File: src/rtl/mag_thresh_pkg.sv
package mag_thresh_pkg;

    localparam int MAG_W   = 13;
    localparam int DWELL_W = 16;
    localparam int CRS_W   = 3;

    typedef logic [MAG_W-1:0]   mag_t;
    typedef logic [DWELL_W-1:0] dwell_t;
    typedef logic [CRS_W-1:0]   crs_t;

    typedef struct packed {
        logic up;
        logic crs;
    } hit_t;

    typedef struct packed {
        logic oe;
        logic up;
        logic crs;
    } out_reg_t;

    // coarse level for code n is 2^(MAG_W-n) - 1
    function automatic mag_t coarse_level(input crs_t code);
        logic [MAG_W:0] one_hot;
        logic [MAG_W:0] lvl;
        one_hot = '0;
        one_hot[MAG_W - int'(code)] = 1'b1;
        lvl = one_hot - 1'b1;
        return lvl[MAG_W-1:0];
    endfunction

endpackage

File: src/rtl/mt_level_cmp.sv
module mt_level_cmp
    import mag_thresh_pkg::*;
(
    input  mag_t mag,
    input  mag_t up_thr,
    input  crs_t crs_code,
    output hit_t hit
);
    localparam int N_CODES = 1 << CRS_W;

    mag_t lvl_tab [N_CODES];

    genvar gi;
    generate
        for (gi = 0; gi < N_CODES; gi++) begin : g_lvl
            assign lvl_tab[gi] = coarse_level(crs_t'(gi));
        end
    endgenerate

    always_comb begin
        hit.up  = mag > up_thr;
        hit.crs = mag >= lvl_tab[crs_code];
    end

endmodule

File: src/rtl/mt_dwell.sv
module mt_dwell
    import mag_thresh_pkg::*;
(
    input  logic   clk,
    input  logic   rst,
    input  logic   clr,
    input  logic   step,
    input  logic   low,
    input  dwell_t dwell,
    output logic   lo_flag
);
    localparam dwell_t CNT_MAX = '1;

    dwell_t cnt_q;
    dwell_t cnt_nxt;
    logic   flag_q;

    always_comb begin
        cnt_nxt = (cnt_q == CNT_MAX) ? CNT_MAX : cnt_q + 1'b1;
    end

    always_ff @(posedge clk) begin
        if (rst || clr) begin
            cnt_q  <= '0;
            flag_q <= 1'b0;
        end else if (step) begin
            if (low) begin
                cnt_q  <= cnt_nxt;
                flag_q <= cnt_nxt >= dwell;
            end else begin
                cnt_q  <= '0;
                flag_q <= 1'b0;
            end
        end
    end

    assign lo_flag = flag_q;


    cnt_sat_chk: assert property (@(posedge clk) disable iff (rst)
        (!clr && step && low && cnt_q == CNT_MAX) |=> cnt_q == CNT_MAX);


    high_clear_chk: assert property (@(posedge clk) disable iff (rst)
        (step && !low) |=> (cnt_q == '0 && !flag_q));

endmodule

File: src/rtl/mag_thresh_det.sv
module mag_thresh_det
    import mag_thresh_pkg::*;
(
    input  logic        clk,
    input  logic        rst,
    input  logic        en,
    input  logic        smp_vld,
    input  logic [12:0] smp_mag,
    input  logic [12:0] up_thr,
    input  logic [12:0] lo_thr,
    input  logic [15:0] dwell,
    input  logic [2:0]  crs_code,
    output logic        out_en,
    output logic        up_flag,
    output logic        crs_flag,
    output logic        lo_flag,
    output logic        gain_up
);
    hit_t     hit;
    out_reg_t oreg_q;
    logic     lo_raw;
    logic     step;
    logic     is_low;

    assign step   = smp_vld && en;
    assign is_low = smp_mag < lo_thr;

    mt_level_cmp u_cmp (
        .mag      (smp_mag),
        .up_thr   (up_thr),
        .crs_code (crs_code),
        .hit      (hit)
    );

    mt_dwell u_dwell (
        .clk     (clk),
        .rst     (rst),
        .clr     (!en),
        .step    (step),
        .low     (is_low),
        .dwell   (dwell),
        .lo_flag (lo_raw)
    );

    always_ff @(posedge clk) begin
        if (rst) begin
            oreg_q <= '0;
        end else if (!en) begin
            oreg_q <= '0;
        end else begin
            oreg_q.oe <= 1'b1;
            if (smp_vld) begin
                oreg_q.up  <= hit.up;
                oreg_q.crs <= hit.crs;
            end
        end
    end

    assign out_en   = oreg_q.oe;
    assign up_flag  = oreg_q.up;
    assign crs_flag = oreg_q.crs;
    assign lo_flag  = lo_raw;
    assign gain_up  = lo_raw;


    up_strict_chk: assert property (@(posedge clk) disable iff (rst)
        step |=> up_flag == ($past(smp_mag) > $past(up_thr)));


    disable_quiet_chk: assert property (@(posedge clk) disable iff (rst)
        !en |=> (!out_en && !up_flag && !crs_flag && !lo_flag && !gain_up));


    gain_match_chk: assert property (@(posedge clk) disable iff (rst)
        gain_up == lo_flag);


    hold_idle_chk: assert property (@(posedge clk) disable iff (rst)
        (en && !smp_vld) |=> ($stable(up_flag) && $stable(crs_flag) && $stable(lo_flag)));


    lo_drop_chk: assert property (@(posedge clk) disable iff (rst)
        (step && !is_low) |=> !lo_flag);

endmodule

File: config.mk
export PLATFORM = sky130hd
export DESIGN_NAME = mag_thresh_det
export DESIGN_NICKNAME = d
export VERILOG_FILES = /design/src/rtl/mag_thresh_pkg.sv /design/src/rtl/mt_level_cmp.sv /design/src/rtl/mt_dwell.sv /design/src/rtl/mag_thresh_det.sv
export SDC_FILE = /design/constraint.sdc
export NUM_CORES = 1
export LEC_CHECK = 0
export BUFFER_PORTS_ARGS = -buffer_cell sky130_fd_sc_hd__buf_4
export CORE_UTILIZATION = 30
export CTS_BUF_LIST = sky130_fd_sc_hd__clkbuf_4 sky130_fd_sc_hd__clkbuf_8
export DETAILED_ROUTE_END_ITERATION = 6
export GPL_TIMING_DRIVEN = 0
export PLACE_DENSITY_LB_ADDON = 0.08
export SETUP_SLACK_MARGIN = 0.15
export SYNTH_ARGS = -nofsm -noshare
export SYNTH_HDL_FRONTEND = slang
export SYNTH_HIERARCHICAL = 1
export SYNTH_SLANG_ARGS = --single-unit
File: constraint.sdc
create_clock -name clk -period 3.79 [get_ports clk]
set_clock_uncertainty 0.15 [all_clocks]
set_input_delay 1.137 -clock clk [delete_from_list [all_inputs] [get_ports clk]]
set_output_delay 1.137 -clock clk [all_outputs]
set_load 0.005 [all_outputs]
Word level (Yosys, flattened, before mapping)
Memory sizes are Yosys's and may differ from the RTL's. Index checks and enable logic that the tools add are counted.

Input bits: 62. Memories kept: 1. Register bits: 20. ROM bits: 104. Logic and storage cells: 26. Output and inout port bits: 5.

Memories: (name not given) (words 8, bits a word 13, rd ports 1, clocked after memory_dff 0, write ports 0, RTL line mt_level_cmp.sv:22) `hit.crs = mag >= lvl_tab[crs_code];`.

Add/sub/neg operators: 1. Equal/unequal tests: 1. Order comparisons: 5. Mux-type cells: 7. Reductions and logical operators: 4. Bitwise gates (word level): 2.

Operators by type and width (number): 2-to-1 mux 16 bit (2); 2-to-1 mux 13 bit (2); adder 16 x 1 -> 16 bit (second input constant) (1); == test 16 bit (second input constant) (1); >= comparator 16 bit (1); >= comparator 13 bit (1); greater-than comparator 13 bit (1); less-than comparator 13 bit (1); >= comparator 4 bit (second input constant) (1); NOT 3 -> 4 bit (1); 2-to-1 mux 3 bit (1); 2-to-1 mux 2 bit (1); OR reduction 2 bit (1); logical AND 1 bit (1); zero test 1 bit (1); logical OR 1 bit (1); 2-to-1 mux 1 bit (1); NOT 1 bit (1).

Longest topological paths before layout
Gate-level depths: netlist of run 1.

Depth after elaboration: 7. Mapped depth: 13.

By module
Netlist of run 1, hierarchy kept.

By module, submodules not included: mt_dwell (cells each 198, instances 1, area an instance 1532.7 µm², seq. area each 340.3 µm²); mt_level_cmp (cells each 69, instances 1, area an instance 515.5 µm², seq. area each 0.0 µm²); mag_thresh_det (cells each 55, instances 1, area an instance 415.4 µm², seq. area each 60.1 µm²).

Worst setup path before layout of run 1
Ideal clock, no wire load.

Kind: input to register. Start point: input port lo_thr[12]. End point: register u_dwell.cnt_q[12]. Required time: 3507 ps. Setup time: 133 ps. Data arrival time: 2571 ps. Path slack: 936 ps. Stages on the path: 8. Path buffers: 1. Cell sequence: inv_1 ha_1 nand4_1 nor3_1 a21oi_1 o21ai_0 clkbuf_1 nor3_1.

Cells in the longest elaborated chain, start to end: 2.

Ends and longest elaborated chain: start, declared (RTL line mag_thresh_det.sv:10) `input logic [12:0] lo_thr,`; less-than comparator 13 bit (RTL line mag_thresh_det.sv:26) `assign is_low = smp_mag < lo_thr;`; net is_low (RTL line mag_thresh_det.sv:23) `logic is_low;`; 2-to-1 mux 16 bit (RTL line mt_dwell.sv:27) `if (low) begin`; end signal, assigned (RTL line mt_dwell.sv:28) `cnt_q <= cnt_nxt;`; end, declared (RTL line mt_dwell.sv:14) `dwell_t cnt_q;`.

The timed path passes the listed nets, and every way through them passes these cells. A chain may end at the register's enable or synchronous reset.

Worst setup path after layout of run 1
Start point: input port smp_mag[12]. End point: register u_dwell.cnt_q[8].

Cells in the longest elaborated chain, start to end: 2.

Ends and longest elaborated chain: start, declared (RTL line mag_thresh_det.sv:8) `input logic [12:0] smp_mag,`; less-than comparator 13 bit (RTL line mag_thresh_det.sv:26); net is_low (RTL line mag_thresh_det.sv:23); 2-to-1 mux 16 bit (RTL line mt_dwell.sv:27).

The timed path passes the listed nets, and every way through them passes these cells.

==> reports/qor.csv, run 1 <==
metric,value,unit
max_freq,301,MHz
p_int,440,µW
cp.required,3.77,ns
post_drt_wl_per_cell,12.3,µm
setup_viol,0,
vias,2344,
path_max_fanout,10,
synthArstFlopShare,0,%
slew_headroom,51.7,%
root_buffer,clkbuf_8,
crit_family,compound AO/OA/AOI/OAI gates,
grt_max_degree,13,
die_h,92.6,µm
placementRows,32,
end_kind,register,
dp_slack,0.175,ns
r2r_slack,0.54,ns
area_growth,28.3,%
vias_per_cell,4.74,
crit_arrival,3.31,ns
rsz0062_at_grt,false,
p_sw,155,µW
synth_enable_flop_cells,0,
synth_warnings,6,
die_area,8580,µm²
critPathLaunchType,input pin,
place_congestion,0.796,
worstSetupPathType,input pin to register,
synth_nets,433,
path_common_cell,nor3_1,
synth.distinct_cells,50,
grt_use_total,15.1,%
clock-sinks,20,
swShare,26.0,%
worstRegToRegCells,13,
reg2reg_from,u_dwell/cnt_q[0]$_SDFFE_PP0P_,
grt_pass1_vias,2257,
final_common_cell,buf_4,
placed_area,3090,µm²
tns,0,ns
seqPwrFrac,35.8,%
layout_common_cells,"buf_4, ha_1, inv_1",
grt_pass1_wl,10.5,mm
ant_nets,0,
slowest_delay,0.60,ns
cellPowerDensity,188,nW/µm²
drt_iter0_drc,111,
portBuffers,66,
post_cts_buffers,0,
die_w,92.6,µm
netlist_instances,322,
worst_slew_pin_slew,0.717,ns
start_util,31.4,%
drive_above_1_share,23.7,%
crit_buf_inv,2,
cts_buffers,3,
path_cells,buf_4 -> ha_1 -> nand4_1 -> nor3_1 -> a21oi_1 -> o21ai_0 -> clkbuf_1 -> nor3_1,
total_power,595,µW
nets,504,
period_share,87.8,%
final_hold_viol_count,0,
yosysTopAreaCell,ha_1,
syn_area,2460,µm²
drc_errors,0,
dr.pass1.iters,4,
worstHoldPathType,register to register,
avgSynthCellArea,7.65,µm²
yosys_register_bits,20,
wl,6.06,mm
synth_area_leaders,"ha_1, dfxtp_1, inv_1",
clock_path_buffers,2,
nFillCells,860,
antenna_cells,0,
cp_slowest_cell,o21ai_0,
leakage,0.00162,µW
status,"finished, final reports clean",
cts_tree,yes,
hold_start,crs_flag$_SDFFE_PP0P_,
final_util,40.3,%
clkTransAtPathRegs,0.08,ns
setup_ws,0.463,ns
clock_latency,0.26,ns
synth_top_area_share,24.9,%
whs_endpoint,crs_flag$_SDFFE_PP0P_,
max_cap_violations,0,
ir_worst_vdd,0.000119,V
place_hpwl,5.16,mm
final-max-slew-violation-count,0,
cts_htree_levels,1,
synth_flop_cell,dfxtp_1,
fin_area,3160,µm²
ioPinCount,67,
p_clk_share,36.8,%
holdPathStages,2,
core_area,7850,µm²
antenna_found_initial,0,
r2r_end,u_dwell/lo_flag$_SDFFE_PP0P_,
period_minus_slack,3.33,ns
overflow,0,
ys_seq_area_share,16.3,%
p_comb_share,27.4,%
==> worst max path at each step <==
| stage | startpoint | endpoint | slack (ns) | cells past startpoint |
|---|---|---|---|---|
| floorplan | lo_thr[12] | u_dwell/cnt_q[12]$_SDFFE_PP0P_ | 0.94 | 8 |
| global placement | smp_mag[2] | u_dwell/cnt_q[8]$_SDFFE_PP0P_ | 0.24 | 9 |
| detailed placement | smp_mag[12] | u_dwell/cnt_q[8]$_SDFFE_PP0P_ | 0.17 | 8 |
| CTS | u_dwell/cnt_q[0]$_SDFFE_PP0P_ | u_dwell/lo_flag$_SDFFE_PP0P_ | 0.30 | 13 |
| global route | u_dwell/cnt_q[0]$_SDFFE_PP0P_ | u_dwell/lo_flag$_SDFFE_PP0P_ | 0.21 | 13 |
| finish | smp_mag[12] | u_dwell/cnt_q[8]$_SDFFE_PP0P_ | 0.46 | 8 |
==> logic make-up after synthesis <==
kind of cell,Yosys count,synth area share [%]
adder cells (fa/ha/maj),49,24.9
multiplexers,3,1.27
flip-flops,20,16.3
AND/OR/NAND/NOR,113,26.7
XOR/XNOR,7,2.49
buffers and inverters,56,9.40
AO/OA/AOI/OAI,74,19.0
==> area by class of cell <==
type	instances	area, µm²	share of cell area (%)
multi-input combinational	246	1840	58.1
timing repair buffer	66	495	15.7
sequential	20	400	12.7
inverter	45	169	5.34
tap	102	128	4.04
buffer	11	62.6	1.98
clock buffer	3	41.3	1.31
clock inverter	1	30.0	0.950
==> through the flow <==
stage	hold slack (ns)	instances
after floorplan	0.335	322
after global placement	0.328	490
after detailed placement	0.340	490
after CTS	0.370	494
after global routing	0.396	494
final	0.369	494
==> routing by layer <==
metal	up-vias	global-route usage [%]	wire [µm]
met5	-	0	0
met4	0	1.92	17
met3	2	1.97	289
met2	52	23.3	2390
met1	999	22.6	3360
li1	1291	-	-
==> state kept, by name (all words and copies together) (netlist names) <==
register         count
u_dwell/cnt_q       16
crs_flag             1
out_en               1
u_dwell/lo_flag      1
up_flag              1
==> worst reg2reg max path: stages (launching register included) <==
cell       delay, ns
dfxtp_1         0.42
ha_2            0.29
nand3_4         0.13
nor3_4          0.30
nand2b_2        0.16
buf_6           0.18
clkbuf_1        0.21
nand2_1         0.12
ha_1            0.24
a21o_1          0.17
nand3_1         0.07
a21oi_1         0.06
a2111oi_1       0.43
a2111oi_0       0.18
==> Yosys cell counts, drive strengths merged (4+ instances only) <==
library cell and instances:
o21a 4, clkbuf 4, a21o 5, nand4 9, nor3 11, xnor2 4, ha 49, nor2b 4
a31oi 6, nand3 16, and2 6, dfxtp 20, a211oi 6, a21oi 26, nor2 15, o21ai 13
and4 8, buf 7, inv 45, and3 5, nand2 26, or3 4, o21bai 4, nand2b 5
==> power by group through the flow <==
stage | sequential, µW | combinational (µW) | clock (µW)
after floorplan | 218 | 82.6 | 0
after global placement | 218 | 162 | 0
after detailed placement | 218 | 164 | 0
after CTS | 213 | 165 | 225
after global routing | 213 | 188 | 235
final | 213 | 163 | 219
==> what timing repair did <==
action	CTS	global route
gates resized for setup	0	2
hold buffers	0	0
setup endpoints to repair	0	1
No activity file was read; power rests on OpenSTA's default activity.
==> run 2, diff against run 1 <==
Settings changed: CORE_UTILIZATION 30 to 40.
==> run 2 against run 1 <==
Cell area shrank 0.99%. Sequential share of layout area grew 0.13 points. Cell count shrank 5.5%. Highest routed layer unchanged.
==> reports/qor.csv, run 2 (synthesis results as in run 1) <==
metric,value,unit,change
nets,504,,unchanged
portBuffers,66,,unchanged
final-max-slew-violation-count,0,,unchanged
area_growth,27.1,%,
cellPowerDensity,189,nW/µm²,+0.42%
dr.pass1.iters,4,,unchanged
ctsHoldBuffers,0,,unchanged
grt_pass1_wl,9.75,mm,-7.4%
slew_headroom,52.6,%,+0.88 points
max_freq,298,MHz,-0.97%
fin_area,3130,µm²,-0.99%
drt_iter0_drc,80,,-28%
die_h,80.5,µm,-13%
tns,0,ns,unchanged
grt_pass1_vias,2196,,-2.7%
worstHoldPathType,register to register,,
clock_latency,0.27,ns,about the same
root_buffer,clkbuf_8,,
cts_tree,yes,,
die_w,80.5,µm,-13%
clkTransAtPathRegs,0.08,ns,about the same
cts_htree_levels,1,,unchanged
clock-sinks,20,,unchanged
final_hold_viol_count,0,,unchanged
grt_use_total,19.0,%,+3.9 points
ioPinCount,67,,unchanged
crit_arrival,3.34,ns,+0.03 ns
antenna_cells,0,,unchanged
critPathLaunchType,register,,
die_area,6480,µm²,-24%
place_hpwl,4.72,mm,-8.7%
cp.required,3.77,ns,about the same
wl,5.69,mm,-6.0%
max_cap_violations,0,,unchanged
clock_path_buffers,2,,unchanged
ir_worst_vdd,0.000261,V,+120%
cts_resized,0,,unchanged
ant_nets,0,,unchanged
cts_buffers,3,,unchanged
holdPathStages,2,,unchanged
placed_area,3050,µm²,-1.1%
worstRegToRegCells,13,,unchanged
drive_above_1_share,23.7,%,unchanged
worst_slew_pin_slew,0.704,ns,-0.0131 ns
period_minus_slack,3.36,ns,+0.0327 ns
core_area,5920,µm²,-25%
grt_max_degree,13,,unchanged
final_common_cell,buf_4,,
vias,2432,,+3.8%
leakage,0.00163,µW,+0.31%
setup_viol,0,,unchanged
status,"finished, final reports clean",,
vias_per_cell,5.21,,+9.8%
end_kind,register,,
post_drt_wl_per_cell,12.2,µm,-0.57%
worstSetupPathType,register to register,,
drc_errors,0,,unchanged
post_cts_buffers,0,,unchanged
place_congestion,0.774,,-2.8%
path_max_fanout,10,,unchanged
period_share,88.7,%,+0.86 points
largest_register_ffs,16,,unchanged
largest-register,u_dwell/cnt_q,,
antenna_found_initial,0,,unchanged
rsz0062_at_grt,false,,
layout_common_cells,"buf_4, ha_1, inv_1",,
start_util,41.6,%,+10 points
placementRows,28,,-13%
overflow,0,,unchanged
-- run 2: power by group --
part / switching, µW / total [µW] / internal, µW
logic: 72.2 / 159 / 87.2
registers: 1.22 / 213 / 212
clock network: 77.8 / 219 / 141
-- run 2: metrics by stage --
stage	setup slack, ns	utilization, %	hold WS, ns	power, µW	cells
floorplan	0.936	-	0.335	300	322
global placement	0.165	51.6	0.328	376	463
detailed placement	0.238	51.6	0.347	379	463
CTS	0.205	52.8	0.364	599	467
global route	0.172	52.9	0.397	631	467
finish	0.430	52.9	0.362	591	467
-- run 2: cell type report --
class	count	area (µm²)
Clock inverter	1	30.0
Sequential cell	20	400
Fill cell	583	2790
Clock buffer	3	41.3
Multi-Input combinational cell	246	1840
Inverter	45	169
Timing Repair Buffer	66	495
Tap cell	75	93.8
Buffer	11	62.6
-- run 2: worst paths after layout --
check                                     start                            to  slack [ns]
hold / removal             up_flag$_SDFFE_PP0P_          up_flag$_SDFFE_PP0P_        0.36
hold reg to reg            up_flag$_SDFFE_PP0P_          up_flag$_SDFFE_PP0P_        0.36
setup reg to reg  u_dwell/cnt_q[0]$_SDFFE_PP0P_  u_dwell/lo_flag$_SDFFE_PP0P_        0.43
setup / recovery  u_dwell/cnt_q[0]$_SDFFE_PP0P_  u_dwell/lo_flag$_SDFFE_PP0P_        0.43
-- run 2: worst max-delay path, stage by stage (launching register included) --
cell       delay (ns)
dfxtp_1          0.41
ha_1             0.31
nand3_4          0.15
nor3_4           0.31
nand2b_2         0.16
buf_6            0.17
clkbuf_1         0.24
nand2_1          0.13
ha_1             0.25
a21o_1           0.16
nand3_1          0.07
a21oi_1          0.09
a2111oi_2        0.44
a2111oi_0        0.17
-- run 2: routing by layer --
metal | share of wire [%] | vias to the layer above | GRT usage [%]
met5 | 0 | - | 0
met4 | 1.0 | 0 | 3.21
met3 | 4.4 | 7 | 3.07
met2 | 48 | 49 | 34.7
met1 | 47 | 1080 | 23.3
li1 | - | 1296 | -
